**config.mk**
```make
export PLATFORM = sky130hd
export DESIGN_NAME = nccu_unit
export DESIGN_NICKNAME = d
export VERILOG_FILES = /design/src/rtl/nccu_pkg.sv /design/src/rtl/nccu_lane.sv /design/src/rtl/nccu_core.sv /design/src/rtl/nccu_cost.sv /design/src/rtl/nccu_unit.sv
export SDC_FILE = /design/constraint.sdc
export NUM_CORES = 1
export LEC_CHECK = 0
export BUFFER_PORTS_ARGS = -buffer_cell sky130_fd_sc_hd__clkbuf_2
export CORE_ASPECT_RATIO = 0.8
export CORE_MARGIN = 1.5
export CORE_UTILIZATION = 30
export CTS_CLUSTER_DIAMETER = 200
export DETAILED_ROUTE_END_ITERATION = 16
export SLEW_MARGIN = 20
export SYNTH_ARGS = -nofsm -noshare
export SYNTH_HDL_FRONTEND = slang
export SYNTH_HIERARCHICAL = 1
export SYNTH_SLANG_ARGS = --single-unit
```
**constraint.sdc**
```tcl
create_clock -name clk -period 5.6 [get_ports clk]
set_input_delay 0.84 -clock clk [delete_from_list [all_inputs] [get_ports clk]]
set_output_delay 0.84 -clock clk [all_outputs]
set_load 0.05 [all_outputs]
```
**src/rtl/nccu_pkg.sv**
```systemverilog
package nccu_pkg;

   typedef enum logic [1:0] {
      OP_NEGX = 2'd0,
      OP_CLR  = 2'd1,
      OP_NEG  = 2'd2,
      OP_NOT  = 2'd3
   } nccu_op_e;

   localparam logic [1:0] SZ_BYTE = 2'd0;
   localparam logic [1:0] SZ_WORD = 2'd1;
   localparam logic [1:0] SZ_LONG = 2'd2;
   localparam logic [1:0] SZ_BAD  = 2'd3;

   localparam int FLAG_W = 5;
   localparam int FX = 4;
   localparam int FN = 3;
   localparam int FZ = 2;
   localparam int FV = 1;
   localparam int FC = 0;

   typedef struct packed {
      logic x;
      logic n;
      logic z;
      logic v;
      logic c;
   } nccu_flags_t;

endpackage

```
**src/rtl/nccu_lane.sv**
```systemverilog
// One width lane: computes the three candidate results for a fixed width
// and carries the operand bits above that width through unchanged.
module nccu_lane #(
   parameter int DATA_W = 32,
   parameter int LANE_W = 8
) (
   input  logic [DATA_W-1:0] a,
   input  logic              borrow_in,
   output logic [DATA_W-1:0] neg_res,
   output logic [DATA_W-1:0] not_res,
   output logic [DATA_W-1:0] clr_res,
   output logic              borrow_out,
   output logic              a_sign
);

   if (LANE_W < 1 || LANE_W > DATA_W) begin : g_bad_lane
      $error("nccu_lane: LANE_W must be within 1..DATA_W");
   end

   logic [LANE_W:0] diff;

   assign diff       = {1'b0, {LANE_W{1'b0}}} - {1'b0, a[LANE_W-1:0]}
                       - {{LANE_W{1'b0}}, borrow_in};
   assign borrow_out = diff[LANE_W];
   assign a_sign     = a[LANE_W-1];

   if (LANE_W < DATA_W) begin : g_pass
      assign neg_res = {a[DATA_W-1:LANE_W], diff[LANE_W-1:0]};
      assign not_res = {a[DATA_W-1:LANE_W], ~a[LANE_W-1:0]};
      assign clr_res = {a[DATA_W-1:LANE_W], {LANE_W{1'b0}}};
   end else begin : g_full
      assign neg_res = diff[LANE_W-1:0];
      assign not_res = ~a;
      assign clr_res = '0;
   end

endmodule

```
**src/rtl/nccu_core.sv**
```systemverilog
// Combinational core: builds one lane per legal size and selects.
module nccu_core
   import nccu_pkg::*;
#(
   parameter int DATA_W = 32,
   parameter int LANES  = 3
) (
   input  logic [DATA_W-1:0] a,
   input  logic [1:0]        op,
   input  logic [1:0]        size,
   input  nccu_flags_t       fin,
   output logic [DATA_W-1:0] res,
   output nccu_flags_t       fout,
   output logic              bad_size
);

   if ((8 << (LANES - 1)) != DATA_W) begin : g_bad_core
      $error("nccu_core: widest lane must equal DATA_W");
   end

   logic [DATA_W-1:0] neg_r  [LANES];
   logic [DATA_W-1:0] not_r  [LANES];
   logic [DATA_W-1:0] clr_r  [LANES];
   logic [LANES-1:0]  brw;
   logic [LANES-1:0]  asg;
   logic [LANES-1:0]  rsg_neg;
   logic [LANES-1:0]  rsg_not;
   logic [LANES-1:0]  zero_neg;
   logic [LANES-1:0]  zero_not;
   logic              xb;

   assign xb = (op == OP_NEGX) ? fin.x : 1'b0;

   for (genvar g = 0; g < LANES; g++) begin : g_lane
      localparam int LW = 8 << g;
      nccu_lane #(.DATA_W(DATA_W), .LANE_W(LW)) u_lane (
         .a          (a),
         .borrow_in  (xb),
         .neg_res    (neg_r[g]),
         .not_res    (not_r[g]),
         .clr_res    (clr_r[g]),
         .borrow_out (brw[g]),
         .a_sign     (asg[g])
      );
      assign rsg_neg[g]  = neg_r[g][LW-1];
      assign rsg_not[g]  = not_r[g][LW-1];
      assign zero_neg[g] = (neg_r[g][LW-1:0] == '0);
      assign zero_not[g] = (not_r[g][LW-1:0] == '0);
   end

   always_comb begin
      int unsigned sel;
      sel      = 0;
      bad_size = (size == SZ_BAD);
      res      = a;
      fout     = fin;
      case (size)
         SZ_WORD: sel = 1;
         SZ_LONG: sel = 2;
         default: sel = 0;
      endcase
      if (!bad_size) begin
         case (nccu_op_e'(op))
            OP_NEGX, OP_NEG: begin
               res    = neg_r[sel];
               fout.n = rsg_neg[sel];
               fout.v = asg[sel] & rsg_neg[sel];
               fout.c = brw[sel];
               fout.x = brw[sel];
               fout.z = (op == OP_NEGX) ? (fin.z & zero_neg[sel]) : zero_neg[sel];
            end
            OP_CLR: begin
               res    = clr_r[sel];
               fout.n = 1'b0;
               fout.z = 1'b1;
               fout.v = 1'b0;
               fout.c = 1'b0;
            end
            default: begin
               res    = not_r[sel];
               fout.n = rsg_not[sel];
               fout.z = zero_not[sel];
               fout.v = 1'b0;
               fout.c = 1'b0;
            end
         endcase
      end
   end

endmodule

```
**src/rtl/nccu_cost.sv**
```systemverilog
// Cycle cost of an operation from its size and destination kind.
module nccu_cost #(
   parameter int CYC_W      = 5,
   parameter int COST_SHORT = 4,
   parameter int COST_LONG  = 6
) (
   input  logic [1:0]       size,
   input  logic             mem,
   input  logic             bad,
   output logic [CYC_W-1:0] cyc
);

   localparam int MAX_COST = 2 * ((COST_LONG > COST_SHORT) ? COST_LONG : COST_SHORT);

   if (MAX_COST >= (1 << CYC_W)) begin : g_bad_cost
      $error("nccu_cost: CYC_W too narrow for doubled cost");
   end

   logic [CYC_W-1:0] base;

   assign base = (size == 2'd2) ? CYC_W'(COST_LONG) : CYC_W'(COST_SHORT);
   assign cyc  = bad ? '0 : (mem ? (base << 1) : base);

endmodule

```
**src/rtl/nccu_unit.sv**
```systemverilog
module nccu_unit
   import nccu_pkg::*;
#(
   parameter int DATA_W     = 32,
   parameter int CYC_W      = 5,
   parameter int COST_SHORT = 4,
   parameter int COST_LONG  = 6
) (
   input  logic              clk,
   input  logic              rst_n,
   input  logic              in_valid,
   input  logic [1:0]        op_code,
   input  logic [1:0]        op_size,
   input  logic [DATA_W-1:0] operand,
   input  logic [4:0]        flags_in,
   input  logic              dst_mem,
   output logic              out_valid,
   output logic [DATA_W-1:0] result,
   output logic [4:0]        flags_out,
   output logic              wr_en,
   output logic [CYC_W-1:0]  cycles,
   output logic              illegal
);

   localparam int LANES = 3;

   if (DATA_W != 32) begin : g_bad_width
      $error("nccu_unit: DATA_W must be 32 (byte, word and long lanes)");
   end

   logic [DATA_W-1:0] c_res;
   nccu_flags_t       c_flags;
   logic              c_bad;
   logic [CYC_W-1:0]  c_cyc;

   nccu_core #(.DATA_W(DATA_W), .LANES(LANES)) u_core (
      .a        (operand),
      .op       (op_code),
      .size     (op_size),
      .fin      (nccu_flags_t'(flags_in)),
      .res      (c_res),
      .fout     (c_flags),
      .bad_size (c_bad)
   );

   nccu_cost #(.CYC_W(CYC_W), .COST_SHORT(COST_SHORT), .COST_LONG(COST_LONG)) u_cost (
      .size (op_size),
      .mem  (dst_mem),
      .bad  (c_bad),
      .cyc  (c_cyc)
   );

   always_ff @(posedge clk) begin
      if (!rst_n) begin
         out_valid <= 1'b0;
         result    <= '0;
         flags_out <= '0;
         wr_en     <= 1'b0;
         cycles    <= '0;
         illegal   <= 1'b0;
      end else begin
         out_valid <= in_valid;
         wr_en     <= in_valid & ~c_bad;
         illegal   <= in_valid & c_bad;
         if (in_valid) begin
            result    <= c_res;
            flags_out <= c_flags;
            cycles    <= c_cyc;
         end
      end
   end

endmodule

```
# Yosys cells after proc, flatten, opt, wreduce, memory -nomap -nowiden
# Cells that the tools add are included.
dict set report word_totals {
  register_bits 45
  in_bits 45
  out_inout_bits 45
  elab_cells 68
}
dict set report classes {
  n_addsub 6
  order_cmp 2
  eq_ne 5
  muxes 32
  n_bitwise 9
  reduce_logical 8
}
# op n
set op_table {}
lappend op_table {{32-bit 2-to-1 mux} 7}
lappend op_table {{32-bit binary-select mux with 2-bit select} 3}
lappend op_table {{32-bit logical NOT} 2}
lappend op_table {{32-bit one-hot mux with 2 select lines} 1}
lappend op_table {{33-bit by 3-bit >= comparator with 1-bit output (second input constant)} 1}
lappend op_table {{2-bit NOT with 33-bit output} 1}
lappend op_table {{1-bit by 32-bit subtractor with 33-bit output (first input constant)} 1}
lappend op_table {{33-bit by 1-bit subtractor with 33-bit output} 1}
lappend op_table {{16-bit logical NOT} 2}
lappend op_table {{32-bit NOT} 1}
lappend op_table {{1-bit by 16-bit subtractor with 17-bit output (first input constant)} 1}
lappend op_table {{17-bit by 1-bit subtractor with 17-bit output} 1}
lappend op_table {{8-bit logical NOT} 2}
lappend op_table {{16-bit NOT} 1}
lappend op_table {{5-bit 2-to-1 mux} 3}
lappend op_table {{1-bit binary-select mux with 2-bit select} 6}
lappend op_table {{1-bit 2-to-1 mux} 9}
lappend op_table {{1-bit by 8-bit subtractor with 9-bit output (first input constant)} 1}
lappend op_table {{9-bit by 1-bit subtractor with 9-bit output} 1}
lappend op_table {{8-bit NOT} 1}
lappend op_table {{4-bit one-hot mux with 2 select lines} 1}
lappend op_table {{2-bit equality test (second input constant)} 3}
lappend op_table {{1-bit bitwise AND} 4}
lappend op_table {{2-bit by 1-bit equality test with 1-bit output (second input constant)} 2}
lappend op_table {{other kinds (6)} 6}

# Logic depth before layout (Yosys ltp)
dict set report depth {
  ltp_word 10
  ltp_mapped 22
  mapped_depth_nobuf 19
}

# By module
# The synthesis kept the hierarchy.
# module instances cells_per_inst area_each_um2 seq_area_each_um2
set by_module_without_submodules {}
lappend by_module_without_submodules {nccu_core 1 530 3896.2 0.0}
lappend by_module_without_submodules {{nccu_lane (u_core.g_lane[2].u_lane)} 1 354 2348.5 0.0}
lappend by_module_without_submodules {nccu_unit 1 141 1712.9 900.9}
lappend by_module_without_submodules {{nccu_lane (u_core.g_lane[1].u_lane)} 1 169 1270.0 0.0}
lappend by_module_without_submodules {{nccu_lane (u_core.g_lane[0].u_lane)} 1 125 924.6 0.0}
lappend by_module_without_submodules {nccu_cost 1 7 57.6 0.0}

# Least setup slack after synthesis
# OpenSTA, ideal clock, no wires.
dict set report synth_timing {
  path_type {in2reg}
  start {in op_code[0]}
  end {reg flags_out[2]}
  setup_ps 66
  arrival_ps 4559
  t_required_ps 5534
  path_slack_ps 975
  stages 20
  path_buffers 3
  cell_sequence {buf_2 -> buf_1 -> clkbuf_1 -> nor3b_1 -> inv_1 -> ha_1 -> ha_1 -> a211oi_4 -> o21ai_2 -> a311o_1 -> a2111o_1 -> a2111oi_2 -> nor3_1 -> nor4_1 -> nand4_1 -> nor3_1 -> a41oi_1 -> a21oi_1 -> mux2i_1 -> nor2b_1}
}
# element line_no
set synth_lines {}
lappend synth_lines {{start, declared} nccu_unit.sv:12} ;# input logic [1:0] op_code,
lappend synth_lines {{end signal, assigned} nccu_unit.sv:67} ;# flags_out <= c_flags;
lappend synth_lines {{end, declared} nccu_unit.sv:19} ;# output logic [4:0] flags_out,

==> flow_metrics.py <==
metrics = {
    "layout": {
        "fin_nets": 1335,
        "syn2layout_area_growth_pct": -4.25,
        "layout-drive-gt1-share_pct": 12.0,
        "fin_area_um2": 9780,
        "diodes": 0,
    },
    "pwr": {
        "p_per_area_nw_per_um2": 178,
        "peakVddDrop_uv": 151,
        "p_total_mw": 1.74,
        "p_leak_nw": 4.28,
    },
    "floorplanning": {
        "die_h_um": 168,
        "io_pins": 90,
        "rows": 60,
        "die_w_um": 209,
        "core-area_um2": 33600,
        "dieArea_um2": 35200,
        "start_util_pct": 30.4,
    },
    "worst_setup_path": {
        "worstSetupStartpointType": "input pin",
        "cp_num_cells": 20,
        "ff2ff_path_depth": 2,
        "worstSetupEndpointType": "flip-flop",
        "max_stage_delay_ns": 0.68,
        "cpMaxStageDelayCell": "nor4b_1",
        "path_max_fanout": 4,
        "cp.required_ns": 5.84,
        "worstPathCellList": "clkbuf_2, nor3b_1, inv_1, ha_1, ha_1, inv_1, ha_1, o21bai_1, a31oi_1, o211a_1, nor4b_1, or2_1, o311ai_1, nor4_1, nand4_1, nor3_1, a41oi_1, a21oi_1, mux2i_1, nor2b_1",
        "crit_type": "input pin to flip-flop",
        "worst_path_most_repeated_cell": "ha_1",
        "crit_buf_inv": 3,
        "cp_top_family": "simple AND/OR/NAND/NOR gates",
        "crit_arrival_ns": 4.93,
    },
    "cts": {
        "cts.htree.levels": 2,
        "cts.clk_slew.worst_paths_ns": 0.07,
        "postCtsSetupBuffers": 0,
        "post_cts_resized": 0,
        "cts_max_path_buffers": 2,
        "cts_buffers": 5,
        "clock_latency_ns": 0.29,
        "root_buffer": "clkbuf_16",
        "holdBufCountCts": 0,
        "cts_tree": "yes",
        "numClockSinks": 45,
    },
    "synth": {
        "synthTopCellsByArea": "buf_4, mux2i_1, dfxtp_1, ha_1, a211oi_1",
        "synth_common_cells": "buf_4, mux2i_1, nor2b_1",
        "synth_most_common_cell": "buf_4",
        "avgSynthCellArea_um2": 7.70,
        "seq_area_frac_synth_pct": 8.82,
        "ys.flop_type": "dfxtp_1",
        "synth_top_area_cell": "buf_4",
        "synthCells": 1326,
        "synth.distinct_cells": 86,
        "ys_async_sr_fraction_pct": 0,
        "synth-seq-cells": 45,
        "syn-cell-area_um2": 10200,
        "synth_edf_count": 0,
        "yosysTopAreaCellShare_pct": 14.0,
        "yosysWarningCount": 6,
    },
    "sta": {
        "setup_slack_ns": 0.913,
        "finalClockSkew_ns": 0,
        "period_share_pct": 83.7,
        "rsz0062_at_grt": "false",
        "tightest_slew_ns": 0.950,
        "finalSetupViolCount": 0,
        "fmax_mhz": 213,
        "period_minus_slack_ns": 4.69,
        "hold_viol_final": 0,
        "slew_headroom_pct": 36.6,
        "tns_ns": 0,
        "drv_slew": 0,
    },
    "routing": {
        "dr_total_vias": 9087,
        "drc": 0,
        "vias_per_cell": 5.46,
        "wl_per_cell_um": 19.0,
        "dr.first_iter.drc_count": 792,
        "wirelength_um": 31500,
        "drt_first_pass_iters": 5,
        "drtAntennaViolNets": 0,
        "top_layer": "met4",
        "met2WireLength_um": 12900,
        "wl_met3_um": 2390,
        "wl_met1_um": 15800,
    },
    "run_status": {
        "status": "finished, final reports clean",
    },
    "place": {
        "gp_congestion": 0.926,
        "dp_hpwl_um": 24400,
        "io_buffers": 89,
        "dpl_cell_area_um2": 9600,
        "dpl_worst_slack_ns": 0.742,
    },
    "global_route": {
        "first_global_vias": 8418,
        "grt-ovfl-total": 0,
        "track_usage_pct": 17.6,
        "antenna_found_initial": 0,
        "grt_pass1_wl_um": 49400,
        "grt_max_degree": 120,
    },
    "hold_path": {
        "hold_depth": 2,
        "hp-class": "flip-flop to flip-flop",
    },
    "flow_run": {
        "cap_violations": 0,
    },
}
cell usage in the layout (no fill, tap or decap), types with 14 or more instances in the layout:
cell type and count:
o22ai_1 34, ha_1 62, nor4_1 30, a21o_1 17, xnor2_1 28, conb_1 58
dfxtp_1 45, inv_1 77, a21oi_1 72, nand2_1 72, o32a_1 16, a211oi_1 73
nor2b_1 83, o21ai_0 42, buf_4 14, xor2_1 15, nor2_1 42, nand3_1 21
clkbuf_2 87, mux2i_1 134, a22oi_1 18
per-stage QoR:
| step | hold WS [ns] | instances | utilization (%) |
|---|---|---|---|
| 2_1_floorplan | 0.743 | 1380 | - |
| 3_3_place_gp | 0.498 | 1655 | 28.6 |
| 3_5_place_dp | 0.506 | 1655 | 28.6 |
| 4_1_cts | 0.525 | 1663 | 29.1 |
| 5_1_grt | 0.545 | 1663 | 29.1 |
| 6_report | 0.519 | 1663 | 29.1 |
final timing paths:
| path | from | endpoint | slack (ns) |
|---|---|---|---|
| setup reg to reg | flags_out[2]$_SDFFE_PN0P_ | flags_out[2]$_SDFFE_PN0P_ | 4.92 |
| setup / recovery | flags_in[4] | flags_out[2]$_SDFFE_PN0P_ | 0.91 |
| hold reg to reg | result[29]$_SDFFE_PN0P_ | result[29]$_SDFFE_PN0P_ | 0.52 |
| hold / removal | result[29]$_SDFFE_PN0P_ | result[29]$_SDFFE_PN0P_ | 0.52 |
layer usage:
| layer | GRT usage (%) | vias to the layer above |
|---|---|---|
| met5 | 0 | - |
| met4 | 3.88 | 0 |
| met3 | 2.61 | 26 |
| met2 | 25.3 | 356 |
| met1 | 27.0 | 4286 |
| li1 | - | 4419 |
sequential cells by signal, indices dropped and copies added, names as in the netlist:
register   count
result        32
illegal        1
out_valid      1
wr_en          1
flags_out      5
cycles         5
cells by family after synthesis:
| family | Yosys count | synth area share [%] |
|---|---|---|
| buffers and inverters | 340 | 21.6 |
| AND/OR/NAND/NOR | 310 | 16.3 |
| flip-flops | 45 | 8.82 |
| multiplexers | 149 | 16.1 |
| XOR/XNOR | 43 | 3.69 |
| other | 4 | 0.147 |
| AO/OA/AOI/OAI | 373 | 25.8 |
| adder cells (fa/ha/maj) | 62 | 7.60 |
layout make-up:
cell class | instances | area, um2
clock inverters | 3 | 46.3
inverters | 79 | 297
well taps | 434 | 543
clock buffers | 5 | 125
repair buffers | 102 | 554
fillers | 3641 | 23800
flip-flops and latches | 45 | 901
multi-input cells | 995 | 7310
report_power, final:
group          internal (mW)  switching, mW
clock network          0.212          0.141
registers              0.346         0.0141
logic                  0.363          0.659
total                  0.921          0.814
worst reg2reg max path: stages, from the launching register on:
cell     delay, ns
dfxtp_1       0.41
mux2i_1       0.09
nor2b_1       0.12
No activity file was read; power rests on OpenSTA's default activity.
